File: config.mk
export PLATFORM = sky130hd
export DESIGN_NAME = uart_cfg_rx
export DESIGN_NICKNAME = d
export VERILOG_FILES = /design/src/rtl/uart_cfg_rx.sv
export SDC_FILE = /design/constraint.sdc
export NUM_CORES = 1
export LEC_CHECK = 0
export ABC_AREA = 1
export BUFFER_PORTS_ARGS = -buffer_cell sky130_fd_sc_hd__buf_2
export CAP_MARGIN = 0
export CORE_MARGIN = 4
export CORE_UTILIZATION = 66
export CTS_CLUSTER_SIZE = 30
export DETAILED_ROUTE_END_ITERATION = 8
export PLACE_DENSITY = 0.87
export SYNTH_ARGS = -nofsm -noshare
export SYNTH_HDL_FRONTEND = slang
export SYNTH_SLANG_ARGS = --single-unit
export TNS_END_PERCENT = 30
File: constraint.sdc
create_clock -name clk -period 6.4 [get_ports clk]
set_clock_uncertainty 0.2 [all_clocks]
set_input_delay 0 -clock clk [delete_from_list [all_inputs] [get_ports clk]]
set_output_delay 0 -clock clk [all_outputs]
set_load 0.02 [all_outputs]
File: src/rtl/uart_cfg_rx.sv
module uart_cfg_rx #(
  parameter int DIV_W = 16
) (
  input  logic             clk,
  input  logic             rst_n,
  input  logic             rx_i,
  input  logic [DIV_W-1:0] cfg_div_i,
  input  logic [1:0]       cfg_len_i,
  input  logic             cfg_two_stop_i,
  input  logic             cfg_par_en_i,
  input  logic             cfg_par_fix_i,
  input  logic             cfg_par_sel_i,
  output logic [7:0]       rx_data_o,
  output logic             rx_valid_o,
  output logic             rx_perr_o,
  output logic             rx_ferr_o
);

  typedef enum logic [2:0] {S_IDLE, S_START, S_DATA, S_PAR, S_STOP} state_t;

  state_t           state;
  logic [2:0]       sync_q;
  logic [DIV_W-1:0] cnt;
  logic [2:0]       idx;
  logic [7:0]       word_q;
  logic             pacc, perr_q, ferr_q, stop_more;

  wire             line     = sync_q[1];
  wire             fall     = sync_q[2] & ~sync_q[1];
  wire [2:0]       last_idx = 3'd7 - {1'b0, cfg_len_i};
  wire [DIV_W-1:0] half     = cfg_div_i >> 1;
  wire [DIV_W-1:0] half_end = (half == '0) ? '0 : half - 1'b1;
  wire             bit_end  = (cnt == cfg_div_i - 1'b1);
  wire             par_exp  = cfg_par_fix_i ? cfg_par_sel_i
                                            : (cfg_par_sel_i ? pacc : ~pacc);
  wire             ferr_nxt = ferr_q | ~line;

  always_ff @(posedge clk or negedge rst_n) begin
    if (!rst_n) sync_q <= 3'b111;
    else        sync_q <= {sync_q[1:0], rx_i};
  end

  always_ff @(posedge clk or negedge rst_n) begin
    if (!rst_n) begin
      state      <= S_IDLE;
      cnt        <= '0;
      idx        <= '0;
      word_q     <= '0;
      pacc       <= 1'b0;
      perr_q     <= 1'b0;
      ferr_q     <= 1'b0;
      stop_more  <= 1'b0;
      rx_data_o  <= '0;
      rx_valid_o <= 1'b0;
      rx_perr_o  <= 1'b0;
      rx_ferr_o  <= 1'b0;
    end else begin
      rx_valid_o <= 1'b0;
      case (state)
        S_IDLE: if (fall) begin
          state <= S_START;
          cnt   <= '0;
        end
        S_START: if (cnt == half_end) begin
          cnt <= '0;
          if (line) state <= S_IDLE;
          else begin
            state  <= S_DATA;
            idx    <= '0;
            word_q <= '0;
            pacc   <= 1'b0;
            perr_q <= 1'b0;
            ferr_q <= 1'b0;
          end
        end else cnt <= cnt + 1'b1;
        S_DATA: if (bit_end) begin
          cnt         <= '0;
          word_q[idx] <= line;
          pacc        <= pacc ^ line;
          if (idx == last_idx) begin
            state     <= cfg_par_en_i ? S_PAR : S_STOP;
            stop_more <= cfg_two_stop_i;
          end else idx <= idx + 1'b1;
        end else cnt <= cnt + 1'b1;
        S_PAR: if (bit_end) begin
          cnt    <= '0;
          perr_q <= (line != par_exp);
          state  <= S_STOP;
        end else cnt <= cnt + 1'b1;
        S_STOP: if (bit_end) begin
          cnt <= '0;
          if (stop_more) begin
            stop_more <= 1'b0;
            ferr_q    <= ferr_nxt;
          end else begin
            state      <= S_IDLE;
            rx_valid_o <= 1'b1;
            rx_data_o  <= word_q;
            rx_perr_o  <= perr_q;
            rx_ferr_o  <= ferr_nxt;
          end
        end else cnt <= cnt + 1'b1;
        default: state <= S_IDLE;
      endcase
    end
  end

endmodule

==> metrics.log, run 1 <==
[metrics] synthesized area per cell: 6.32 µm²
[metrics] FP Rows: 28
[metrics] initial antenna violation count: 0
[metrics] register-to-register setup slack: 3530 ps
[metrics] total grt overflow: 0
[metrics] Reg2Reg Depth: 12
[metrics] pin count of the biggest net entering global routing: between 40 and 50
[metrics] remaining antenna violation count after routing: 0
[metrics] element type at the critical path start: flop
[metrics] average vias per placed instance: around 5.8
[metrics] final core occ: about three quarters
[metrics] maximum buffer depth of the clock tree: 2
[metrics] clk sink count: 48
[metrics] mapped cell area: between 4000 and 5000 µm²
[metrics] width of the chip: roughly 90 µm
[metrics] asr flop ratio synth: 100%
[metrics] height of the chip: 88.2 µm
[metrics] Final period util: 44.9%
[metrics] Num CTS Buffers: 5
[metrics] DR pass1 iterations: 6
[metrics] DPL Wire Length: roughly 8000 µm
[metrics] most area-hungry cell type in the Yosys netlist: sky130_fd_sc_hd__dfrtp_1
[metrics] cell types with the highest counts after synthesis: 219 x sky130_fd_sc_hd__nand2_1, 106 x sky130_fd_sc_hd__nand3_1, 71 x sky130_fd_sc_hd__inv_1
[metrics] Via Count: roughly 4500
[metrics] max_slew headroom: around 30%
[metrics] post-synthesis net count: between 700 and 800
[metrics] weighted congestion reported at the end of routability-driven placement: between 0.9 and 1
[metrics] Crit Reg-Reg Startpoint: cnt[0]
[metrics] endpoint of the worst hold path: sync_q[0]
[metrics] count of buffers from port buffering: 35
[metrics] number of inserted filler cells in the final layout: 514
[metrics] transition time at the pin with the least slew margin: about 1000 ps
[metrics] number of library cell types mapped by synthesis: 34
[metrics] antenna fix cells: 0
[metrics] critical path class: reg2reg
[metrics] area of the die: about 8000 µm²
[metrics] synthesized flop and latch total: 48
[metrics] cell types with the largest area share after synthesis: sky130_fd_sc_hd__dfrtp_1 27%, sky130_fd_sc_hd__nand2_1 19%, sky130_fd_sc_hd__nand3_1 12%
[metrics] Wirelength per Cell: 14.2 µm
[metrics] Clk Latency, worst-skew pair: 300 ps
[metrics] Post-Synthesis Cells: approximately 670
[metrics] number of synthesized flops with an enable pin: 0
[metrics] wire length of the first global-routing pass: approximately 18000 µm
[metrics] synthesis-to-finish area growth: 8.13%
[metrics] Finish-stage setup viols: 0
[metrics] number of placed I/O pins: 36
[metrics] register area share after synthesis: between 20% and 30%
[metrics] endpoint of the worst-slack reg-to-reg timing path: rx_data_o[1]
[metrics] critical path peak fanout: 11
[metrics] global routing usage summed across all routing layers: 29.3%
[metrics] critical hold path startpoint: rx_i
[metrics] unrepaired setup endpoints after global routing: no
[metrics] clock tree from TritonCTS: done
[metrics] slack of the critical path: about 3500 ps
[metrics] Starting Density: 69.7%
[metrics] Final Max Slew Viols: 0
[metrics] layout cell share with drive strength beyond 1: a little over an eighth
[metrics] instance area at placement: about 4400 µm²
[metrics] final-stage net count: 729
[metrics] peak supply drop: ~370 µV
[metrics] ys flop type: sky130_fd_sc_hd__dfrtp_1
[metrics] max-cap violations: 0
[metrics] leakage power: about 2.4 nW
[metrics] outcome: finished clean
[metrics] DRC marker count from the first detailed-route iteration: 457
[metrics] detailed-route DRC error count: 0
[metrics] Routed WL: 11000 µm
[metrics] power per cell area: around 300 nW/µm²
[metrics] post-layout minimum cycle time: approximately 2900 ps
[metrics] worst setup slack after placement: around 3300 ps
[metrics] worst hold path cell count: 2
[metrics] clock root cell: sky130_fd_sc_hd__clkbuf_8
[metrics] clock transition time at the flip-flop clock pins of the worst setup and hold paths: approximately 80 ps
[metrics] share of the synthesized area in the top cell type: between 20% and 30%
[metrics] Worst Setup End Kind: flop
[metrics] endpoint arrival time on the critical path: 2860 ps
[metrics] most used standard cell by instance count after synthesis: sky130_fd_sc_hd__nand2_1
[metrics] Resized Gates After CTS: 0
[metrics] Total Negative Setup Slacks: 0 ps
[metrics] Hold WC Path Type: in2reg
[metrics] synth warn: 0
[metrics] required time reported for the critical path endpoint: 6390 ps
[metrics] worst hold margin: about 150 ps
[metrics] Fmax: around 350 MHz
[metrics] number of failing hold endpoints at the final stage: 0
[metrics] vias in the first global route: 4052
[metrics] number of H-tree levels: 2
[metrics] Post-Layout Inst Area: between 4000 and 5000 µm²
[metrics] Floorplan Core Area: between 6000 and 7000 µm²
[report_power, final]
part / switching, mW / internal [mW]
logic: 0.473 / 0.234
clock network: 0.0978 / 0.116
registers: 0.0958 / 0.361
total: 0.666 / 0.711
[what timing repair did]
| item | CTS | global route |
|---|---|---|
| hold buffers | 7 | 0 |
| buffers inserted | 0 | 0 |
| endpoints found under the setup margin | 0 | 0 |
| hold endpoints to repair | 51 | 0 |
[through the flow]
| step | instances | total power, mW |
|---|---|---|
| finish | 776 | 1.38 |
| global route | 776 | 1.48 |
| global placement | 761 | 1.11 |
| detailed placement | 761 | 1.13 |
| floorplan | 672 | 0.979 |
| CTS | 776 | 1.36 |
[flip-flops by register name, indices dropped and copies added, names as in the netlist]
signal / cells
rx_valid_o: 1
word_q: 8
stop_more: 1
perr_q: 1
rx_perr_o: 1
sync_q: 3
cnt: 16
state: 3
pacc: 1
idx: 3
ferr_q: 1
rx_ferr_o: 1
rx_data_o: 8
[layer usage]
| layer | routed length [µm] | track usage (%) |
|---|---|---|
| met5 | 0 | 0 |
| met4 | 184 | 7.69 |
| met3 | 1010 | 6.52 |
| met2 | 4930 | 45.9 |
| met1 | 4900 | 41.2 |
[kinds of logic (layout without fill, tap and decap cells)]
family	after synthesis	after routing	share of synthesized area [%]
AOI/OAI and AO/OA	28	28	4.09
xor gates and xnor gates	31	31	6.39
adders and majority gates	4	4	1.18
buffers and inverters	97	126	9.31
DFF	48	48	28.4
and+or+nand+nor	464	464	50.7
[critical path, cell delays in order (launching register included)]
cell and delay [ps]:
sky130_fd_sc_hd__dfrtp_1 440, sky130_fd_sc_hd__inv_1 170, sky130_fd_sc_hd__nand2_1 70, sky130_fd_sc_hd__a21oi_1 250, sky130_fd_sc_hd__nand2_1 80, sky130_fd_sc_hd__nor2_1 90, sky130_fd_sc_hd__nand3_1 100, sky130_fd_sc_hd__nor2_1 140
sky130_fd_sc_hd__nand3_2 180, sky130_fd_sc_hd__nor2_1 540, sky130_fd_sc_hd__inv_1 320, sky130_fd_sc_hd__nand2_1 130, sky130_fd_sc_hd__nand2_1 60
[placed cells by master, fill, tap and decap left out, drive strengths merged]
master / n
nand4: 22
a211oi: 1
inv: 73
clkbuf: 6
clkinv: 3
nor4: 3
nor3: 13
buf: 36
dfstp: 3
dlygate4sd3: 7
nor3b: 1
nand2: 229
nor2: 71
o21ai: 17
nand3: 112
dfrtp: 45
ha: 4
bufinv: 1
nand3b: 3
o21bai: 2
a221oi: 1
a21oi: 7
xor2: 25
xnor2: 6
or2: 10
[worst max path at each step]
| stage | from | end | slack (ps) | cells past startpoint |
|---|---|---|---|---|
| after floorplan | cnt[0] | cnt[13] | 4270 | 11 |
| after global placement | cfg_div_i[1] | rx_ferr_o | 3570 | 18 |
| after detailed placement | cfg_div_i[1] | rx_data_o[1] | 3320 | 18 |
| after CTS | cnt[0] | rx_data_o[1] | 3530 | 12 |
| after global routing | cfg_div_i[1] | rx_data_o[7] | 3260 | 18 |
| final | cnt[0] | rx_data_o[1] | 3530 | 12 |
[cell type report]
| type | count | area [µm²] | area share (%) |
|---|---|---|---|
| tap | 75 | 93.8 | 2.04 |
| clock buffer | 6 | 72.6 | 1.58 |
| inverter | 75 | 282 | 6.13 |
| sequential | 48 | 1200 | 26.2 |
| timing repair buffer | 43 | 253 | 5.50 |
| clock inverter | 2 | 35.0 | 0.763 |
| multi-input combinational | 527 | 2650 | 57.8 |
(Power assumes the default switching activity.)
==> inputs of run 2 (changes only) <==
--- a/config.mk
+++ b/config.mk
@@ -9,10 +9,10 @@
 export BUFFER_PORTS_ARGS = -buffer_cell sky130_fd_sc_hd__buf_2
 export CAP_MARGIN = 0
 export CORE_MARGIN = 4
-export CORE_UTILIZATION = 66
+export CORE_UTILIZATION = 61
 export CTS_CLUSTER_SIZE = 30
 export DETAILED_ROUTE_END_ITERATION = 8
-export PLACE_DENSITY = 0.87
+export PLACE_DENSITY = 0.81
 export SYNTH_ARGS = -nofsm -noshare
 export SYNTH_HDL_FRONTEND = slang
 export SYNTH_SLANG_ARGS = --single-unit
==> constraint.sdc (replaced) <==
create_clock -name clk -period 2.9 [get_ports clk]
set_clock_uncertainty 0.2 [all_clocks]
set_input_delay 0 -clock clk [delete_from_list [all_inputs] [get_ports clk]]
set_output_delay 0 -clock clk [all_outputs]
set_load 0.02 [all_outputs]
==> run 2 against run 1 <==
Against the previous run: sequential share of layout area shrank 0.21 points; wire length shrank 5.0%; clock power grew 89%; core utilization shrank 7.2 points; non-clock buffer count grew 3; first-iteration DRC count grew 6.6%; via count shrank 2.3%; cell count grew 3.1%; register-to-register slack lost 3300 ps; combinational power grew 120%; worst hold slack lost 4.9 ps.
==> metrics.log, run 2 (same netlist as run 1, synthesis figures left out) <==
[metrics] met1 Resource Use GR: 38.0% (-3.2 points)
[metrics] initial antenna violation count: 0 (unchanged)
[metrics] Slowest cell on crit path: sky130_fd_sc_hd__dlygate4sd3_1
[metrics] Fmax: 372 MHz (+7.1%)
[metrics] clock tree from TritonCTS: done
[metrics] height of the chip: 91.5 µm (+3.7%)
[metrics] number of placed I/O pins: 36 (unchanged)
[metrics] sequential share of power: 33.9% (+0.7 points)
[metrics] clock transition time at the flip-flop clock pins of the worst setup and hold paths: 80 ps (about the same)
[metrics] Sw Ratio: 48.7% (+0.29 points)
[metrics] final non-filler cell total: 800 (+3.1%)
[metrics] endpoint arrival time on the critical path: 2670 ps (-190 ps)
[metrics] detailed-route DRC error count: 0 (unchanged)
[metrics] layout cell share with drive strength beyond 1: 13.9% (+0.65 points)
[metrics] critical hold path startpoint: rx_i
[metrics] switching power: 1.43 mW (+120%)
[metrics] final-stage net count: 732 (+0.41%)
[metrics] endpoint of the worst-slack reg-to-reg timing path: stop_more
[metrics] register-to-register setup slack: 210 ps (-3310 ps)
[metrics] Wirelength per Cell: 13.1 µm (-7.8%)
[metrics] unrepaired setup endpoints after global routing: no
[metrics] wire length of the first global-routing pass: 17800 µm (-3.1%)
[metrics] met2 Usage GRT: 38.7% (-7.2 points)
[metrics] clk sink count: 48 (unchanged)
[metrics] Hold WC Path Type: in2reg
[metrics] Clk Latency, worst-skew pair: 300 ps (about the same)
[metrics] power per cell area: 636 nW/µm² (+110%)
[metrics] Final Max Slew Viols: 0 (unchanged)
[metrics] number of failing hold endpoints at the final stage: 0 (unchanged)
[metrics] max-cap violations: 0 (unchanged)
[metrics] transition time at the pin with the least slew margin: 1010 ps (-36.6 ps)
[metrics] DPL Wire Length: 7960 µm (-2.3%)
[metrics] Top cell by count, worst path: sky130_fd_sc_hd__nand2_1
[metrics] post-CTS setup buffer count: 0 (unchanged)
[metrics] Worst setup endpoint: stop_more
[metrics] total grt overflow: 0 (unchanged)
[metrics] Final period util: 92.6% (+48 points)
[metrics] Crit Reg-Reg Startpoint: cnt[4]
[metrics] Routed WL: 10500 µm (-5.0%)
[metrics] Starting Density: 62.5% (-7.2 points)
[metrics] count of buffers from port buffering: 35 (unchanged)
[metrics] number of flip-flops in the largest register: 16 (unchanged)
[metrics] final core occ: 68.2% (-7.2 points)
[metrics] maximum buffer depth of the clock tree: 2 (unchanged)
[metrics] required time reported for the critical path endpoint: 2890 ps (-3500 ps)
[metrics] DRC marker count from the first detailed-route iteration: 487 (+6.6%)
[metrics] clock group share of total power: 13.7% (-1.8 points)
[metrics] Finish-stage setup viols: 0 (unchanged)
[metrics] max_slew headroom: 32.9% (+2.4 points)
[metrics] Via Count: 4384 (-2.3%)
[metrics] met3 capacity usage during global routing: 3.07% (-3.5 points)
[metrics] registers with the highest flip-flop counts: cnt (16), rx_data_o (8), word_q (8)
[metrics] highest-utilization routing layer at the global route stage: met2
[metrics] average vias per placed instance: 5.48 (-5.2%)
[metrics] Reg2Reg Depth: 14 (+2)
[metrics] width of the chip: 91.5 µm (+3.7%)
[metrics] Floorplan Core Area: 6790 µm² (+11%)
[metrics] Worst Setup End Kind: flop
[metrics] Num CTS Buffers: 5 (unchanged)
[metrics] leakage power: 2.43 nW (+0.12%)
[metrics] commonest cells after routing, fill and taps aside: 219 x sky130_fd_sc_hd__nand2_1, 106 x sky130_fd_sc_hd__nand3_1, 70 x sky130_fd_sc_hd__inv_1
[metrics] cells along the critical path: inv_2 -> nor2_1 -> o21ai_0 -> nand2_1 -> nand2_1 -> nor2_1 -> nand3_1 -> nor2_1 -> nand3_2 -> inv_1 -> nand2_1 -> nand2_1 -> o21ai_0 -> dlygate4sd3_1
[metrics] pin count of the biggest net entering global routing: 49 (unchanged)
[metrics] Critical Path Start: cnt[4]
[metrics] Total Negative Setup Slacks: 0 ps (unchanged)
[metrics] critical path class: reg2reg
[metrics] commonest non-fill, non-tap cell in the layout: sky130_fd_sc_hd__nand2_1
[metrics] Internal: 1.51 mW (+110%)
[metrics] remaining antenna violation count after routing: 0 (unchanged)
[metrics] synthesis-to-finish area growth: 9.01%
[metrics] critical path peak fanout: 6 (-5)
[metrics] antenna fix cells: 0 (unchanged)
[metrics] peak supply drop: 650 µV (+78%)
[metrics] area of the die: 8360 µm² (+7.4%)
[metrics] weighted congestion reported at the end of routability-driven placement: 0.901 (-5.7%)
[metrics] share of power burned in combinational logic: 52.4% (+1.1 points)
[metrics] number of H-tree levels: 2 (unchanged)
[metrics] element type at the critical path start: flop
[metrics] CP max stage delay: 560 ps (+20 ps)
[metrics] outcome: finished clean
[metrics] post-layout minimum cycle time: 2690 ps (-190 ps)
[metrics] clock root cell: sky130_fd_sc_hd__clkbuf_8
[metrics] FP Rows: 30 (+7.1%)
[metrics] number of placed instances with taps included: 785 (+3.2%)
[metrics] largest register by flop count: cnt
[metrics] global routing usage summed across all routing layers: 25.3% (-4.1 points)
[metrics] DR pass1 iterations: 6 (unchanged)
[metrics] vias in the first global route: 3896 (-3.8%)
[run 2: how the worst min path moves through the flow]
stage,to,slack [ps],cells past startpoint
6_report,sync_q[0],140,2
3_5_place_dp,sync_q[0],-90,1
3_3_place_gp,sync_q[0],-90,1
5_1_grt,sync_q[0],160,2
2_1_floorplan,cnt[0],-500,0
4_1_cts,sync_q[0],130,2
[run 2: worst max-delay path, delay by kind of cell, from the launching register on]
| kind | cells | cell delay [ps] |
|---|---|---|
| buffers and inverters | 3 | 790 |
| DFF | 1 | 490 |
| and+or+nand+nor | 9 | 970 |
| AOI/OAI and AO/OA | 2 | 160 |
[run 2: cell type report]
class / instances / area, µm²
timing repair buffer: 46 / 275
multi-input combinational: 527 / 2660
tap: 96 / 120
fill: 613 / 2160
clock inverter: 1 / 7.51
inverter: 75 / 282
sequential: 48 / 1200
clock buffer: 7 / 86.3
[run 2: power groups by stage]
| stage | logic (mW) | registers, mW | clock network [mW] |
|---|---|---|---|
| floorplan | 1.27 | 0.889 | 0 |
| global placement | 1.45 | 1.00 | 0 |
| detailed placement | 1.50 | 1.01 | 0 |
| CTS | 1.52 | 0.995 | 0.415 |
| global route | 1.73 | 1.02 | 0.445 |
| finish | 1.54 | 0.999 | 0.404 |
[run 2: what timing repair did]
action                     4_1_cts  5_1_grt
hold buffers                     7        0
hold endpoints to repair        51        0
setup endpoints to repair        0        1
gates resized for setup          0        2
[run 2: metrics by stage]
| stage | area, µm² | power [mW] | hold slack (ps) | worst slack, ps |
|---|---|---|---|---|
| finish | 4630 | 2.95 | 142 | 215 |
| global route | 4630 | 3.20 | 157 | 9.36 |
| CTS | 4630 | 2.93 | 135 | 180 |
| detailed placement | 4470 | 2.50 | -93.0 | 175 |
| global placement | 4470 | 2.45 | -94.5 | 249 |
| floorplan | 4250 | 2.16 | -496 | 772 |
[run 2: metal layers]
| layer | routed length, µm | share of wire (%) | vias up |
|---|---|---|---|
| li1 | - | - | 2218 |
| met1 | 4950 | 47 | 1994 |
| met2 | 4660 | 44 | 157 |
| met3 | 763 | 7.3 | 15 |
| met4 | 109 | 1.0 | 0 |
| met5 | 0 | 0 | - |
